## src/rtl/obx_pkg.sv

```systemverilog
package obx_pkg;
  localparam int unsigned REG_W      = 8;
  localparam int unsigned NUM_REGS   = 4;
  localparam int unsigned ADDR_W     = 16;
  localparam int unsigned PRG_IN_W   = 8;
  localparam int unsigned PRG_OUT_W  = 12;
  localparam int unsigned CHR_W      = 8;
  localparam int unsigned BASE_SHIFT = 4;
  localparam int unsigned SEL_W      = $clog2(NUM_REGS);
  localparam logic [2:0]  WIN_TAG    = 3'b011;
  localparam int unsigned FREEZE_IDX = 3;
  localparam logic [REG_W-1:0] FREEZE_MASK = 8'h90;
  localparam logic [REG_W-1:0] FREEZE_VAL  = 8'h80;

  typedef logic [NUM_REGS-1:0][REG_W-1:0] reg_file_t;
endpackage

```

## src/rtl/obx_regfile.sv

```systemverilog
module obx_regfile
  import obx_pkg::*;
(
  input  logic              clk,
  input  logic              rst_n,
  input  logic              wr_stb,
  input  logic [ADDR_W-1:0] wr_addr,
  input  logic [REG_W-1:0]  wr_data,
  output reg_file_t         regs_o,
  output logic              win_hit_o
);
  reg_file_t            q;
  logic                 frozen;
  logic                 accept;
  logic [NUM_REGS-1:0]  en;

  assign win_hit_o = wr_stb && (wr_addr[ADDR_W-1:ADDR_W-3] == WIN_TAG);
  assign frozen    = (q[FREEZE_IDX] & FREEZE_MASK) == FREEZE_VAL;
  assign accept    = win_hit_o && !frozen;

  logic unused_addr;
  assign unused_addr = ^wr_addr[ADDR_W-4:SEL_W];

  for (genvar i = 0; i < NUM_REGS; i++) begin : g_reg
    always_comb begin
      en[i] = accept && (wr_addr[SEL_W-1:0] == SEL_W'(i));
    end

    always_ff @(posedge clk or negedge rst_n) begin
      if (!rst_n) begin
        q[i] <= '0;
      end else if (en[i]) begin
        q[i] <= wr_data;
      end
    end

    assert_reg_store_R1: assert property (@(posedge clk) disable iff (!rst_n)
      (win_hit_o && !frozen && wr_addr[SEL_W-1:0] == SEL_W'(i)) |=> (q[i] == $past(wr_data)))
      else $error("R1 store lost");
  end

  assign regs_o = q;

  assert_freeze_hold_R2: assert property (@(posedge clk) disable iff (!rst_n)
    frozen |=> (frozen && $stable(q)))
    else $error("R2 frozen file changed");

  assert_outside_stable_R3: assert property (@(posedge clk) disable iff (!rst_n)
    !win_hit_o |=> $stable(q))
    else $error("R3 register moved without window write");
endmodule

```

## src/rtl/obx_prg_map.sv

```systemverilog
module obx_prg_map
  import obx_pkg::*;
(
  input  logic [REG_W-1:0]     r0,
  input  logic [REG_W-1:0]     r1,
  input  logic [PRG_IN_W-1:0]  inner,
  output logic [PRG_OUT_W-1:0] bank
);
  logic [PRG_OUT_W-1:0] mask;
  logic [REG_W-1:0]     base;
  logic [PRG_OUT_W-1:0] base_sh;
  logic [PRG_OUT_W-1:0] inner_x;

  always_comb begin
    mask      = '0;
    mask[5:0] = 6'h3F;
    mask[6]   = r1[6];
    mask[7]   = r1[5];
    mask[4]   = mask[4] ^ r0[6];
    mask[5]   = mask[5] ^ r1[7];
  end

  always_comb begin
    base[2:0] = r0[2:0];
    base[3]   = r1[4];
    base[5:4] = r1[3:2];
    base[7:6] = r0[5:4];
  end

  assign base_sh = PRG_OUT_W'(base) << BASE_SHIFT;
  assign inner_x = PRG_OUT_W'(inner);
  assign bank    = (base_sh & ~mask) | (inner_x & mask);

  logic unused_bits;
  assign unused_bits = ^{r0[7], r0[3], r1[1:0]};
endmodule

```

## src/rtl/obx_chr_map.sv

```systemverilog
module obx_chr_map
  import obx_pkg::*;
(
  input  logic [REG_W-1:0] r0,
  input  logic [CHR_W-1:0] inner,
  output logic [CHR_W-1:0] bank
);
  logic [CHR_W-1:0] mask;
  logic [CHR_W-1:0] fill;

  assign mask = {CHR_W{1'b1}} ^ {r0[7], {(CHR_W-1){1'b0}}};
  assign fill = {r0[3], {(CHR_W-1){1'b0}}};
  assign bank = (inner & mask) | (fill & ~mask);

  logic unused_bits;
  assign unused_bits = ^{r0[6:4], r0[2:0]};
endmodule

```

## src/rtl/outer_bank_ext.sv

```systemverilog
module outer_bank_ext
  import obx_pkg::*;
(
  input  logic                 clk,
  input  logic                 rst_n,
  input  logic                 cpu_wr,
  input  logic [ADDR_W-1:0]    cpu_addr,
  input  logic [REG_W-1:0]     cpu_wdata,
  input  logic                 ram_en,
  input  logic [PRG_IN_W-1:0]  prg_inner,
  input  logic [CHR_W-1:0]     chr_inner,
  output logic [PRG_OUT_W-1:0] prg_bank,
  output logic [CHR_W-1:0]     chr_bank,
  output logic                 wram_wr
);
  logic [1:0] rst_pipe;
  logic       rst_sync_n;
  reg_file_t  regs;
  logic       win_hit;

  always_ff @(posedge clk or negedge rst_n) begin
    if (!rst_n) begin
      rst_pipe <= 2'b00;
    end else begin
      rst_pipe <= {rst_pipe[0], 1'b1};
    end
  end
  assign rst_sync_n = rst_pipe[1];

  obx_regfile u_regs (
    .clk       (clk),
    .rst_n     (rst_sync_n),
    .wr_stb    (cpu_wr),
    .wr_addr   (cpu_addr),
    .wr_data   (cpu_wdata),
    .regs_o    (regs),
    .win_hit_o (win_hit)
  );

  obx_prg_map u_prg (
    .r0    (regs[0]),
    .r1    (regs[1]),
    .inner (prg_inner),
    .bank  (prg_bank)
  );

  obx_chr_map u_chr (
    .r0    (regs[0]),
    .inner (chr_inner),
    .bank  (chr_bank)
  );

  assign wram_wr = win_hit && ram_en;

  logic unused_regs;
  assign unused_regs = ^regs[2];

  assert_clear_state_R8: assert property (@(posedge clk) disable iff (!rst_sync_n)
    (regs == '0) |-> ((prg_bank == PRG_OUT_W'(prg_inner & 8'h3F)) && (chr_bank == chr_inner)))
    else $error("R8 cleared state does not pass inner pages");
endmodule

```

## config.mk

```make
export PLATFORM = sky130hd
export DESIGN_NAME = outer_bank_ext
export DESIGN_NICKNAME = d
export VERILOG_FILES = /design/src/rtl/obx_pkg.sv /design/src/rtl/obx_regfile.sv /design/src/rtl/obx_prg_map.sv /design/src/rtl/obx_chr_map.sv /design/src/rtl/outer_bank_ext.sv
export SDC_FILE = /design/constraint.sdc
export NUM_CORES = 1
export LEC_CHECK = 0
export BUFFER_PORTS_ARGS = -buffer_cell sky130_fd_sc_hd__buf_2
export CAP_MARGIN = 40
export CELL_PAD_IN_SITES_DETAIL_PLACEMENT = 0
export CELL_PAD_IN_SITES_GLOBAL_PLACEMENT = 1
export CORE_MARGIN = 3
export CORE_UTILIZATION = 41
export DETAILED_ROUTE_END_ITERATION = 8
export GPL_TIMING_DRIVEN = 0
export PLACE_DENSITY_LB_ADDON = 0.1
export SLEW_MARGIN = 20
export SYNTH_ARGS = -nofsm -noshare
export SYNTH_HDL_FRONTEND = slang
export SYNTH_HIERARCHICAL = 1
export SYNTH_SLANG_ARGS = --single-unit
```

## constraint.sdc

```tcl
create_clock -name clk -period 2.7 [get_ports clk]
set_input_delay 0.54 -clock clk [delete_from_list [all_inputs] [get_ports clk]]
set_output_delay 0.54 -clock clk [all_outputs]
set_load 0.01 [all_outputs]
```

==> results of run 1 <==
[per-layer routing]
| layer | vias to the layer above | routed length [um] |
|---|---|---|
| met5 | - | 0 |
| met1 | 286 | 687 |
| li1 | 298 | - |
| met2 | 36 | 776 |
| met3 | 2 | 180 |
| met4 | 0 | 9 |
[registers in the layout, indices dropped and copies added, names as in the netlist]
register	cells
rst_pipe	2
u_regs/regs_o	16
[metrics by stage]
stage	instance area (um2)	power (mW)
final	1240	0.712
after global routing	1240	0.761
after CTS	1230	0.725
after detailed placement	1200	0.560
after global placement	1200	0.552
after floorplan	952	0.490
[timing repair]
| item | in CTS | in global routing |
|---|---|---|
| hold endpoints to repair | 0 | 2 |
| hold buffers | 0 | 1 |
| endpoints found under the setup margin | 0 | 0 |
[worst max-delay path by stage]
stage                            end  slack (ps)
floorplan           u_regs/regs_o[0]         920
global placement    u_regs/regs_o[1]         770
detailed placement  u_regs/regs_o[1]         770
CTS                      chr_bank[7]        1010
global route             chr_bank[7]         960
finish                   chr_bank[7]        1030
[power groups by stage]
stage / Clock [mW] / Sequential (mW) / Combinational, mW
after detailed placement: 0 / 0.357 / 0.202
after floorplan: 0 / 0.347 / 0.143
after global placement: 0 / 0.354 / 0.199
after global routing: 0.185 / 0.360 / 0.217
final: 0.160 / 0.351 / 0.201
after CTS: 0.169 / 0.352 / 0.203
[worst max-delay path, cell delays in order, from the launching register on]
cell and delay [ps]:
sky130_fd_sc_hd__dfrtp_1 420, sky130_fd_sc_hd__mux2_4 300, sky130_fd_sc_hd__buf_2 140
[final cells by class]
type | instances | area share
flip-flops and latches | 18 | 0.363
multi-input cells | 29 | 0.301
repair buffers | 43 | 0.177
plain buffers | 16 | 0.0997
clock buffers | 4 | 0.0292
well taps | 27 | 0.0272
inverters | 1 | 0.00302
==> results.md, run 1 <==
* Min Hold Slack at 264 ps
* Starting Density at 0.457
* Vertical die dimension at 54.2 um
* First-pass GRT wire length at 2390 um
* First-pass iteration count of the detailed router at 2
* Multi-input combinational cell area at 374 um2
* End of the worst register-to-register path: u_regs/regs_o[4]
* Net count of the mapped netlist at 108
* GR Util met3 at 0.0249
* Mapped Cells at 64
* Cell count after placement at 133
* Depth of the most critical reg-to-reg path at 4
* Buffers inserted during post-CTS setup optimization at 0
* Layout Nets at 156
* Required time of the critical path at 2160 ps
* Commonest non-fill, non-tap cell in the layout: sky130_fd_sc_hd__buf_2
* Largest vdd supply drop at 0.000404 V
* Number of port buffers at 42
* Dpl ws at 766 ps
* Routability cong. at 0.643
* Vias at 622
* Count of pins over their slew limit at 0
* Via count of the first global-routing pass at 536
* Number of violations reported at the end of detailed-routing iteration 0 at 2
* Total clock sinks at 18
* Category of the critical setup timing path: reg2out
* Achievable clock frequency at 597 MHz
* Clock network power share at 0.224
* Mapped Area at 952 um2
* HPWL Detailed at 1340 um
* Final Instance Count excl. Fillers at 138
* CTS tree: yes
* Width of the chip at 54.2 um
* Setup Skew at 2.02 ps
* Fraction of layout instances using a drive strength above 1 at 0.784
* Launch instance of the worst register-to-register path: u_regs/regs_o[31]
* Unrepaired setup endpoints after global routing: no
* Critical-path maximum fanout at 2
* Count of standard-cell rows at 16
* Final Cycle Share at 0.620
* Relative contribution of combinational cells to total power at 0.283
* Top-Level Pins at 65
* Critical Path Sink Type: primary output
* Average footprint of a synthesized cell at 14.9 um2
* Max clock buf depth at 2
* Grt ovf at 0
* Final hold vios at 0
* Min setup slack post-route at 1030 ps
* Post-route ant nets at 0
* Quantity of gates resized following cts at 0
* Launch point of the worst path: u_regs/regs_o[7]
* Area used by sequential logic in the layout at 450 um2
* Total GRT Usage at 0.117
* Final count of negative-setup-slack endpoints at 0
* Static Leakage at 0.699 nW
* Number of maximum-capacitance violations at 0
* GR Layer Usage met1 at 0.159
* Per-cell routed wire length at 12.0 um
* Highest-utilization routing layer at the global route stage: met2
* Global routing usage on met2 at 0.177
* Clock tree root driver cell: sky130_fd_sc_hd__clkbuf_4
* Maximum number of pins on one net before global-route repair at 17
* Actual slew at the worst max-slew pin at 631 ps
* Clock slew at the register clock pins of the worst setup and hold paths at 100 ps
* Worst hold path class: reg2async
* Total power density per cell area at 573 nW/um2
* Kind of start point of the critical path: flop
* Commonest cells after routing, fill and taps aside: sky130_fd_sc_hd__buf_2, sky130_fd_sc_hd__dfrtp_1, sky130_fd_sc_hd__buf_4, sky130_fd_sc_hd__mux2_4, sky130_fd_sc_hd__mux2_2
* Setup slack on the worst flop-to-flop path at 1130 ps
* Synth warnings at 6
* ANT cells at 0
* Sequential fraction of design power at 0.493
* Residual DRC count at 0
* End-of-flow core utilization at 0.597
* H-tree depth at 1
* Clock Latency Late Sink at 280 ps
* Number of antenna violations at the first check in global routing at 0
* Placeable Area at 2080 um2
* Layout fillers at 197
* Area overhead of the layout relative to synthesis at 30.5%
* Sw Share at 0.248
* Clock buffer count from CTS at 3
* Outcome: finished clean
* Arrival time of the worst setup path at 1130 ps
* Net switching power at 0.176 mW
* Clock period minus final worst setup slack at 1670 ps
* Internal Dissipation at 0.536 mW
* Total detailed-routing wirelength at 1650 um
* Full die area at 2940 um2
* Total negative slack at 0 ps
* Post-detailed-route via-to-cell ratio at 4.51
* Max-Slew Margin vs Limit at 0.579
No activity file was read; power rests on OpenSTA's default activity.
==> run 2: changes to the inputs <==
--- a/config.mk
+++ b/config.mk
@@ -10,7 +10,7 @@
 export CELL_PAD_IN_SITES_DETAIL_PLACEMENT = 0
 export CELL_PAD_IN_SITES_GLOBAL_PLACEMENT = 1
 export CORE_MARGIN = 3
-export CORE_UTILIZATION = 41
+export CORE_UTILIZATION = 38
 export DETAILED_ROUTE_END_ITERATION = 8
 export GPL_TIMING_DRIVEN = 0
 export PLACE_DENSITY_LB_ADDON = 0.1
==> constraint.sdc (replaced) <==
create_clock -name clk -period 1.65 [get_ports clk]
set_input_delay 0.33 -clock clk [delete_from_list [all_inputs] [get_ports clk]]
set_output_delay 0.33 -clock clk [all_outputs]
set_load 0.01 [all_outputs]
==> results.md, run 2 (synthesis results as in run 1) <==
* Outcome: finished clean (unchanged)
* Max-Slew Margin vs Limit at 0.586 (was 0.579)
* Number of buffer and inverter instances along the worst setup path at 1 (unchanged)
* Residual DRC count at 0 (unchanged)
* Achievable clock frequency at 639 MHz
* Clock slew at the register clock pins of the worst setup and hold paths at 100 ps (about the same)
* Critical Path Sink Type: flop (was primary output)
* Arrival time of the worst setup path at 1750 ps (was 1130 ps)
* Count of standard-cell rows at 17 (was 16)
* Commonest non-fill, non-tap cell in the layout: sky130_fd_sc_hd__buf_2 (unchanged)
* Flip-flop count of the largest register, all copies and words added at 16 (unchanged)
* ANT cells at 0 (unchanged)
* First-pass iteration count of the detailed router at 2 (unchanged)
* Placeable Area at 2300 um2 (was 2080 um2)
* Total detailed-routing wirelength at 1660 um (was 1650 um)
* Starting Density at 0.414 (was 0.457)
* End of the worst register-to-register path: u_regs/regs_o[0] (was u_regs/regs_o[4])
* Commonest cells after routing, fill and taps aside: sky130_fd_sc_hd__buf_2, sky130_fd_sc_hd__dfrtp_1, sky130_fd_sc_hd__buf_4, sky130_fd_sc_hd__mux2_4, sky130_fd_sc_hd__mux2_2 (unchanged)
* Slowest cell on the critical path: sky130_fd_sc_hd__or4_4 (was sky130_fd_sc_hd__dfrtp_1)
* Vias at 612 (was 622)
* Routability cong. at 0.651 (was 0.643)
* Worst hold path class: reg2async (unchanged)
* Full die area at 3140 um2 (was 2940 um2)
* Largest vdd supply drop at 0.000617 V (was 0.000404 V)
* Number of violations reported at the end of detailed-routing iteration 0 at 2 (unchanged)
* H-tree depth at 1 (unchanged)
* First-pass GRT wire length at 2600 um (was 2390 um)
* Min setup slack post-route at 83.9 ps (was 1030 ps)
* Per-cell routed wire length at 11.8 um (was 12.0 um)
* Total clock sinks at 18 (unchanged)
* Vertical die dimension at 56.1 um (was 54.2 um)
* Setup slack on the worst flop-to-flop path at 80 ps (was 1130 ps)
* Post-detailed-route via-to-cell ratio at 4.37 (was 4.51)
* Worst stage delay on the critical path at 420 ps (about the same)
* Total negative slack at 0 ps (unchanged)
* Clock period minus final worst setup slack at 1570 ps
* Clock buffer count from CTS at 3 (unchanged)
* Static Leakage at 0.705 nW (was 0.699 nW)
* Final Cycle Share at 0.949
* Quantity of gates resized following cts at 0 (unchanged)
* Count of pins over their slew limit at 0 (unchanged)
* Setup Skew at 2.68 ps (was 2.02 ps)
* Required time of the critical path at 1830 ps (was 2160 ps)
* Number of antenna violations at the first check in global routing at 0 (unchanged)
* Ordered list of cells on the worst path: nor2b_1 -> or4_4 -> buf_6 -> mux2_4 (was mux2_4 -> buf_2)
* Grt ovf at 0 (unchanged)
* Layout Nets at 157 (was 156)
* Number of port buffers at 42 (unchanged)
* Clock Latency Late Sink at 290 ps (was 280 ps)
* Max clock buf depth at 2 (unchanged)
* Unrepaired setup endpoints after global routing: no (unchanged)
* CTS tree: yes (unchanged)
* Depth of the most critical reg-to-reg path at 4 (unchanged)
* Via count of the first global-routing pass at 593 (was 536)
* Total power density per cell area at 934 nW/um2 (was 573 nW/um2)
* Dpl ws at -80.1 ps (was 766 ps)
* Launch point of the worst path: u_regs/regs_o[31] (was u_regs/regs_o[7])
* Maximum number of pins on one net before global-route repair at 17 (unchanged)
* Category of the critical setup timing path: reg2reg (was reg2out)
* Critical-path maximum fanout at 8 (was 2)
* Clock tree root driver cell: sky130_fd_sc_hd__clkbuf_4 (unchanged)
* Number of maximum-capacitance violations at 0 (unchanged)
* Area overhead of the layout relative to synthesis at 31.4% (was 30.5%)
* Kind of start point of the critical path: flop (unchanged)
* Post-route ant nets at 0 (unchanged)
* Fraction of layout instances using a drive strength above 1 at 0.786 (was 0.784)
* Width of the chip at 56.1 um (was 54.2 um)
* Top-Level Pins at 65 (unchanged)
* Top Family by Delay on Critical Path: simple AND/OR/NAND/NOR gates (was flip-flops)
* Total GRT Usage at 0.108 (was 0.117)
* Final hold vios at 0 (unchanged)
* Launch instance of the worst register-to-register path: u_regs/regs_o[31] (unchanged)
* Final count of negative-setup-slack endpoints at 0 (unchanged)
* End-of-flow core utilization at 0.545 (was 0.597)
* Actual slew at the worst max-slew pin at 621 ps (was 631 ps)
[run 2: changes by cell type in the layout (fill, tap and decap cells not counted), sizes merged]
cell  change
buf       +1
[run 2: final cells by class]
cell class,instances,area [um2]
Sequential cell,18,450
Timing Repair Buffer,44,228
Fill cell,208,1050
Clock buffer,4,36.3
Buffer,16,124
Multi-Input combinational cell,29,374
Tap cell,28,35.0
Inverter,1,3.75
[run 2: worst max-delay path by stage]
stage	cells past startpoint	slack, ps	to
global route	4	40	u_regs/regs_o[0]
global placement	5	-70	u_regs/regs_o[0]
finish	4	80	u_regs/regs_o[0]
CTS	3	70	u_regs/regs_o[14]
floorplan	4	80	u_regs/regs_o[0]
detailed placement	5	-80	u_regs/regs_o[0]
[run 2: per-stage QoR]
| step | instance area (um2) | power [mW] | hold slack (ps) | instances |
|---|---|---|---|---|
| final | 1250 | 1.17 | 262 | 140 |
| after global routing | 1250 | 1.24 | 254 | 140 |
| after CTS | 1240 | 1.19 | 261 | 139 |
| after detailed placement | 1200 | 0.912 | 116 | 134 |
| after global placement | 1200 | 0.904 | 115 | 134 |
| after floorplan | 952 | 0.802 | 34.4 | 64 |
[run 2: power by group]
| part | switching, mW | internal (mW) |
|---|---|---|
| registers | 0.0535 | 0.519 |
| logic | 0.106 | 0.223 |
| clock network | 0.134 | 0.134 |
[run 2: repair_timing]
| action | CTS | global route |
|---|---|---|
| buffers inserted | 0 | 1 |
| hold buffers | 1 | 0 |
| hold endpoints to repair | 2 | 0 |
| endpoints found under the setup margin | 0 | 4 |
[run 2: metal layers]
metal | wire length [um] | track usage | part of all wire
met1 | 694 | 0.124 | 0.42
met2 | 784 | 0.175 | 0.47
met3 | 146 | 0.0348 | 0.088
met4 | 29 | 0.0610 | 0.018
met5 | 0 | 0 | 0
